--- config.mk ---
export PLATFORM = sky130hd
export DESIGN_NAME = ptr_reg_unit
export DESIGN_NICKNAME = d
export VERILOG_FILES = /design/src/rtl/ptr_unit_pkg.sv /design/src/rtl/ptr_addr_calc.sv /design/src/rtl/ptr_reg_bank.sv /design/src/rtl/ptr_reg_unit.sv
export SDC_FILE = /design/constraint.sdc
export NUM_CORES = 1
export LEC_CHECK = 0
export ABC_AREA = 1
export BUFFER_PORTS_ARGS = -buffer_cell sky130_fd_sc_hd__buf_2
export CAP_MARGIN = 10
export CORE_MARGIN = 2
export CORE_UTILIZATION = 55
export CTS_BUF_LIST = sky130_fd_sc_hd__clkbuf_4
export CTS_CLUSTER_DIAMETER = 30
export DETAILED_ROUTE_END_ITERATION = 6
export HOLD_SLACK_MARGIN = 0.15
export PLACE_DENSITY = 0.69
export REMOVE_ABC_BUFFERS = 1
export SYNTH_ARGS = -nofsm -noshare
export SYNTH_HDL_FRONTEND = slang
export SYNTH_SLANG_ARGS = --single-unit
--- constraint.sdc ---
create_clock -name clk -period 10.4 [get_ports clk]
set_input_delay 1.04 -clock clk [delete_from_list [all_inputs] [get_ports clk]]
set_output_delay 1.04 -clock clk [all_outputs]
set_load 0.03 [all_outputs]
--- src/rtl/ptr_unit_pkg.sv ---
package ptr_unit_pkg;

   typedef enum logic [1:0] {
      EA_PLAIN   = 2'd0,
      EA_OFFSET  = 2'd1,
      EA_POSTINC = 2'd2,
      EA_PREDEC  = 2'd3
   } ea_mode_e;

   // Selects whether pointer arithmetic is one wide adder or two byte
   // adders with an explicit carry between them.
   typedef enum int {
      ADD_WIDE  = 0,
      ADD_SPLIT = 1
   } add_style_e;

endpackage

--- src/rtl/ptr_addr_calc.sv ---
module ptr_addr_calc
   import ptr_unit_pkg::*;
#(
   parameter int DW        = 8,
   parameter int AW        = 16,
   parameter int DISP_W    = 6,
   parameter int ADD_STYLE = ADD_SPLIT
) (
   input  logic [AW-1:0]     ptr_in,
   input  ea_mode_e          mode,
   input  logic [DISP_W-1:0] disp,
   output logic [AW-1:0]     addr,
   output logic [AW-1:0]     ptr_next,
   output logic              need_wb
);

   localparam int HW = AW - DW;

   logic [AW-1:0] operand;
   logic [AW-1:0] sum;

   initial begin
      if (AW != 2 * DW) $fatal(1, "ptr_addr_calc: AW must be twice DW");
      if (DISP_W >= AW) $fatal(1, "ptr_addr_calc: DISP_W too wide");
   end

   // operand is what gets added to the pointer for this mode
   always_comb begin
      unique case (mode)
         EA_OFFSET:  operand = AW'(disp);
         EA_POSTINC: operand = AW'(1);
         EA_PREDEC:  operand = '1;
         default:    operand = '0;
      endcase
   end

   generate
      if (ADD_STYLE == ADD_SPLIT) begin : g_split
         logic [DW:0]   lo_sum;
         logic [HW-1:0] hi_sum;
         always_comb begin
            lo_sum = {1'b0, ptr_in[DW-1:0]} + {1'b0, operand[DW-1:0]};
            hi_sum = ptr_in[AW-1:DW] + operand[AW-1:DW] + HW'(lo_sum[DW]);
         end
         assign sum = {hi_sum, lo_sum[DW-1:0]};
      end else begin : g_wide
         assign sum = ptr_in + operand;
      end
   endgenerate

   always_comb begin
      addr     = ptr_in;
      ptr_next = ptr_in;
      need_wb  = 1'b0;
      unique case (mode)
         EA_PLAIN:   addr = ptr_in;
         EA_OFFSET:  addr = sum;
         EA_POSTINC: begin
            addr     = ptr_in;
            ptr_next = sum;
            need_wb  = 1'b1;
         end
         EA_PREDEC:  begin
            addr     = sum;
            ptr_next = sum;
            need_wb  = 1'b1;
         end
         default:    addr = ptr_in;
      endcase
   end

endmodule

--- src/rtl/ptr_reg_bank.sv ---
module ptr_reg_bank #(
   parameter int NREG     = 32,
   parameter int DW       = 8,
   parameter int AW       = 16,
   parameter int NPTR     = 3,
   parameter int PTR_BASE = 26,
   parameter int IDXW     = $clog2(NREG),
   parameter int SELW     = $clog2(NPTR + 1)
) (
   input  logic                 clk,
   input  logic                 rst_n,
   input  logic                 wr_en,
   input  logic [IDXW-1:0]      wr_idx,
   input  logic [DW-1:0]        wr_data,
   input  logic                 wb_en,
   input  logic [SELW-1:0]      wb_sel,
   input  logic [AW-1:0]        wb_val,
   input  logic [IDXW-1:0]      rd_idx,
   output logic [DW-1:0]        rd_data,
   output logic [NPTR*AW-1:0]   ptr_flat
);

   logic [NREG*DW-1:0] regs_flat;

   initial begin
      if (PTR_BASE + 2 * NPTR > NREG) $fatal(1, "ptr_reg_bank: pointers exceed file");
      if (AW != 2 * DW) $fatal(1, "ptr_reg_bank: AW must be twice DW");
   end

   genvar i;
   generate
      for (i = 0; i < NREG; i++) begin : g_reg
         logic [DW-1:0] q;
         logic          hit_wr;
         assign hit_wr = wr_en && (wr_idx == IDXW'(i));
         if (i >= PTR_BASE && i < PTR_BASE + 2 * NPTR) begin : g_ptr_byte
            localparam int P = (i - PTR_BASE) / 2;
            localparam int B = (i - PTR_BASE) % 2;
            logic hit_wb;
            assign hit_wb = wb_en && (wb_sel == SELW'(P));
            // write-back takes priority over a byte write
            always_ff @(posedge clk or negedge rst_n) begin
               if (!rst_n)      q <= '0;
               else if (hit_wb) q <= wb_val[B*DW +: DW];
               else if (hit_wr) q <= wr_data;
            end
         end else begin : g_plain_byte
            always_ff @(posedge clk or negedge rst_n) begin
               if (!rst_n)      q <= '0;
               else if (hit_wr) q <= wr_data;
            end
         end
         assign regs_flat[i*DW +: DW] = q;
      end

      for (i = 0; i < NPTR; i++) begin : g_ptr_view
         assign ptr_flat[i*AW +: AW] = {regs_flat[(PTR_BASE+2*i+1)*DW +: DW],
                                        regs_flat[(PTR_BASE+2*i)*DW +: DW]};
      end
   endgenerate

   assign rd_data = regs_flat[rd_idx*DW +: DW];

endmodule

--- src/rtl/ptr_reg_unit.sv ---
module ptr_reg_unit
   import ptr_unit_pkg::*;
#(
   parameter int NREG      = 32,
   parameter int DW        = 8,
   parameter int AW        = 16,
   parameter int NPTR      = 3,
   parameter int PTR_BASE  = 26,
   parameter int DISP_W    = 6,
   parameter int ADD_STYLE = ADD_SPLIT,
   parameter int IDXW      = $clog2(NREG),
   parameter int SELW      = $clog2(NPTR + 1)
) (
   input  logic              clk,
   input  logic              rst_n,
   input  logic              wr_en,
   input  logic [IDXW-1:0]   wr_idx,
   input  logic [DW-1:0]     wr_data,
   input  logic [IDXW-1:0]   rd_idx,
   output logic [DW-1:0]     rd_data,
   input  logic              ea_valid,
   input  logic [SELW-1:0]   ea_sel,
   input  logic [1:0]        ea_mode,
   input  logic [DISP_W-1:0] ea_disp,
   output logic [AW-1:0]     ea_addr
);

   logic [NPTR*AW-1:0] ptr_flat;
   logic [AW-1:0]      ptr_cur;
   logic [AW-1:0]      calc_addr;
   logic [AW-1:0]      calc_next;
   logic               calc_wb;
   logic               sel_ok;
   logic               wb_en;

   initial begin
      if (NPTR < 1) $fatal(1, "ptr_reg_unit: need at least one pointer");
      if (SELW < 1) $fatal(1, "ptr_reg_unit: select width");
   end

   assign sel_ok = ea_valid && (32'(ea_sel) < NPTR);

   always_comb begin
      ptr_cur = '0;
      for (int p = 0; p < NPTR; p++) begin
         if (ea_sel == SELW'(p)) ptr_cur = ptr_flat[p*AW +: AW];
      end
   end

   ptr_addr_calc #(
      .DW(DW), .AW(AW), .DISP_W(DISP_W), .ADD_STYLE(ADD_STYLE)
   ) u_calc (
      .ptr_in   (ptr_cur),
      .mode     (ea_mode_e'(ea_mode)),
      .disp     (ea_disp),
      .addr     (calc_addr),
      .ptr_next (calc_next),
      .need_wb  (calc_wb)
   );

   assign wb_en   = sel_ok && calc_wb;
   assign ea_addr = sel_ok ? calc_addr : '0;

   ptr_reg_bank #(
      .NREG(NREG), .DW(DW), .AW(AW), .NPTR(NPTR), .PTR_BASE(PTR_BASE),
      .IDXW(IDXW), .SELW(SELW)
   ) u_bank (
      .clk      (clk),
      .rst_n    (rst_n),
      .wr_en    (wr_en),
      .wr_idx   (wr_idx),
      .wr_data  (wr_data),
      .wb_en    (wb_en),
      .wb_sel   (ea_sel),
      .wb_val   (calc_next),
      .rd_idx   (rd_idx),
      .rd_data  (rd_data),
      .ptr_flat (ptr_flat)
   );

endmodule

==> metrics.md <==
| Metric | Value |
|---|---|
| Top reg by flops | `u_bank.g.q` |
| Minimum clock period | `5690 ps` |
| Pwr Total | `0.00286 W` |
| Total grt overflow | `0` |
| Yosys reg bits | `256` |
| Root Buffer | `clkbuf_4` |
| CP startpoint | `ea_mode[1]` |
| Unrepaired setup endpoints after global routing | `no` |
| Sequential area share after synthesis | `0.465` |
| Post-cts resize count | `0` |
| DR WL/cell | `18.8 um` |
| Setup TNS | `0 ps` |
| Die area | `26300 um2` |
| Initial Util | `0.563` |
| Layout Cells excl Fill | `2288` |
| Worst EP arrival | `4650 ps` |
| Yosys cell types | `32` |
| FF-to-FF path depth | `17` |
| Fin. max-slew vios | `0` |
| Leak | `7.58 nW` |
| Chip width | `162 um` |
| Achievable Freq | `0.176 GHz` |
| Post-synthesis cell area | `13800 um2` |
| Crit share post-route | `0.547` |
| First-pass GRT wire length | `68.7 mm` |
| H-tree levels | `3` |
| Pwr/cell area | `191 nW/um2` |
| Die Height | `162 um` |
| TritonCTS clock tree | `done` |
| Critical Path RT | `9360 ps` |
| Clock sink total | `256` |
| Max FO, Critical Path | `23` |
| Layout overhead on the synthesized area | `8.33%` |
| Worst skew pair latency | `690 ps` |
| Gpl congestion | `0.967` |
| Port Buffer Count | `55` |
| Max-cap check violation count | `0` |
| DRC viols | `0` |
| Share of cells above drive strength 1 | `0.0999` |
| Drt initial violations | `1681` |
| Worst Setup End Kind | `primary output` |
| Biggest registers after layout | `u_bank.g.q (256)` |
| Dpl hpwl | `28.1 mm` |
| Syn Area/Cell | `7.28 um2` |
| Fin nets | `1967` |
| Status | `completed` |
| Max reg flops | `256` |
| Max Buffers Root-to-Sink | `3` |
| Row count | `57` |
| Final ANT Viol Nets | `0` |
| Routed vias | `13300` |
| Worst Clk Skew | `18.4 ps` |
| 1st-pass router iterations | `6` |
| Syn Inst Count | `1890` |
| Final setup viols | `0` |
| Crit path kind | `in -> out` |
| CTS clk-pin slew, worst paths | `60 ps` |
| Cell total after placement | `2167` |
| Final Util | `0.610` |
| Most frequent cells in the layout | `nand2_1, dfrtp_1, o21ai_0` |
| Placeable Area | `24500 um2` |
| TritonCTS buffer count | `73` |
| Via density | `5.79` |
| Max rail drop VDD | `91.2 uV` |
| Commonest non-fill, non-tap cell in the layout | `nand2_1` |
| Hold Buf Count CTS | `0` |
| Min Hold Slack | `398 ps` |
| Synthesis warning total | `0` |
| Hold Crit Class | `in -> async` |
| Fillcell total | `2399` |
| Vias in the first global route | `12400` |
| Post-CTS setup buffers | `0` |
| R2R Path Start | `u_bank.g_reg[26].q[5]` |
| Final hold viol count | `0` |
| Least-Margin Pin Slew | `1070 ps` |
| Initial antenna violation count | `2` |
| Startpoint Class | `input port` |
| Total global-route track usage | `0.336` |
| Rel. slew slack | `0.288` |
| Largest net degree at the start of global routing | `122` |
| I/O pins | `56` |
| DRT Wirelength | `42.9 mm` |
## synth_stat cells
cell type / number / area share
mux2i_1: 1 / 0.00073
nor2_4: 1 / 0.00082
nand2_2: 2 / 0.00091
o21ai_0: 250 / 0.091
o31ai_1: 1 / 0.00055
nand2_4: 1 / 0.00082
nor2_2: 2 / 0.00091
o221ai_1: 3 / 0.0019
buf_1: 7 / 0.0019
o211ai_1: 18 / 0.0098
nor3_1: 2 / 0.00073
o21ai_1: 3 / 0.0011
a22oi_1: 31 / 0.017
clkinv_1: 2 / 0.00055
a21oi_1: 62 / 0.023
xnor2_1: 5 / 0.0032
ha_1: 14 / 0.013
inv_2: 8 / 0.0022
clkbuf_1: 63 / 0.017
nor2_1: 49 / 0.013
nand2_1: 703 / 0.19
or2_1: 2 / 0.00091
nor3_2: 4 / 0.0029
a211oi_1: 3 / 0.0016
buf_4: 1 / 0.00055
inv_1: 120 / 0.033
nand4_1: 5 / 0.0023
fa_1: 3 / 0.0044
dfrtp_1: 256 / 0.47
nand3_1: 228 / 0.083
buf_2: 39 / 0.014
a21boi_2: 1 / 0.00082
## logic make-up (layout without fill, tap and decap cells)
family,Yosys count,count (layout),synth area share
AOI/OAI and AO/OA,372,372,0.146
xor gates and xnor gates,5,5,0.00318
adders and majority gates,17,17,0.0171
buffers and inverters,240,312,0.0693
DFF,256,256,0.465
muxes,1,1,0.000727
other,0,2,0
and+or+nand+nor,999,999,0.298
## layout make-up
| class | instances | area (um2) | area share |
|---|---|---|---|
| Antenna cell | 2 | 5.00 | 0.000336 |
| Clock buffer | 101 | 758 | 0.0508 |
| Clock inverter | 18 | 92.6 | 0.00621 |
| Inverter | 130 | 490 | 0.0329 |
| Multi-Input combinational cell | 1394 | 6410 | 0.430 |
| Sequential cell | 256 | 6410 | 0.430 |
| Tap cell | 324 | 405 | 0.0272 |
| Timing Repair Buffer | 63 | 348 | 0.0233 |
## report_power, final
group / internal (W) / switching [W] / leakage [nW]
sequential: 0.00120 / 0.000125 / 3.31
combinational: 0.000227 / 0.000428 / 3.75
clock: 0.000449 / 0.000426 / 0.515
total: 0.00188 / 0.000980 / 7.58
## path summary, 6_finish.rpt
kind	to	slack (ps)
max	ea_addr[12]	4710
min	u_bank.g_reg[11].q[2]	400
max reg2reg	u_bank.g_reg[29].q[2]	6740
min reg2reg	u_bank.g_reg[21].q[3]	480
max in group asynchronous	u_bank.g_reg[14].q[3]	7690
min in group clk	u_bank.g_reg[21].q[3]	480
## per-layer routing
layer	vias up	global-route usage	share of wire	wire, um
li1	6286	-	-	-
met1	6254	0.467	0.43	18400
met2	597	0.515	0.45	19500
met3	114	0.0664	0.081	3460
met4	0	0.148	0.037	1580
met5	-	0	0	0
## critical path, stage by stage
cell and delay (ps):
buf_2 370, inv_1 340, nand2_1 160, ha_1 170, inv_1 60, fa_1 460, inv_1 100, nand4_1 110
nand3_1 90, nand2_1 80, nand2_1 70, a21oi_1 80, fa_1 420, inv_1 100, fa_1 240, nand3_1 110
nand2_1 80, nand2_1 60, nand2_1 60, nor2_1 40, a211oi_1 170, buf_2 230
## metrics by stage
step / area, um2 / worst slack [ps]
after floorplan: 13300 / 5050
after global placement: 14100 / 4850
after detailed placement: 14100 / 4720
after CTS: 14900 / 4730
after global routing: 14900 / 4240
final: 14900 / 4710
Power figures use the tool's default switching activity.
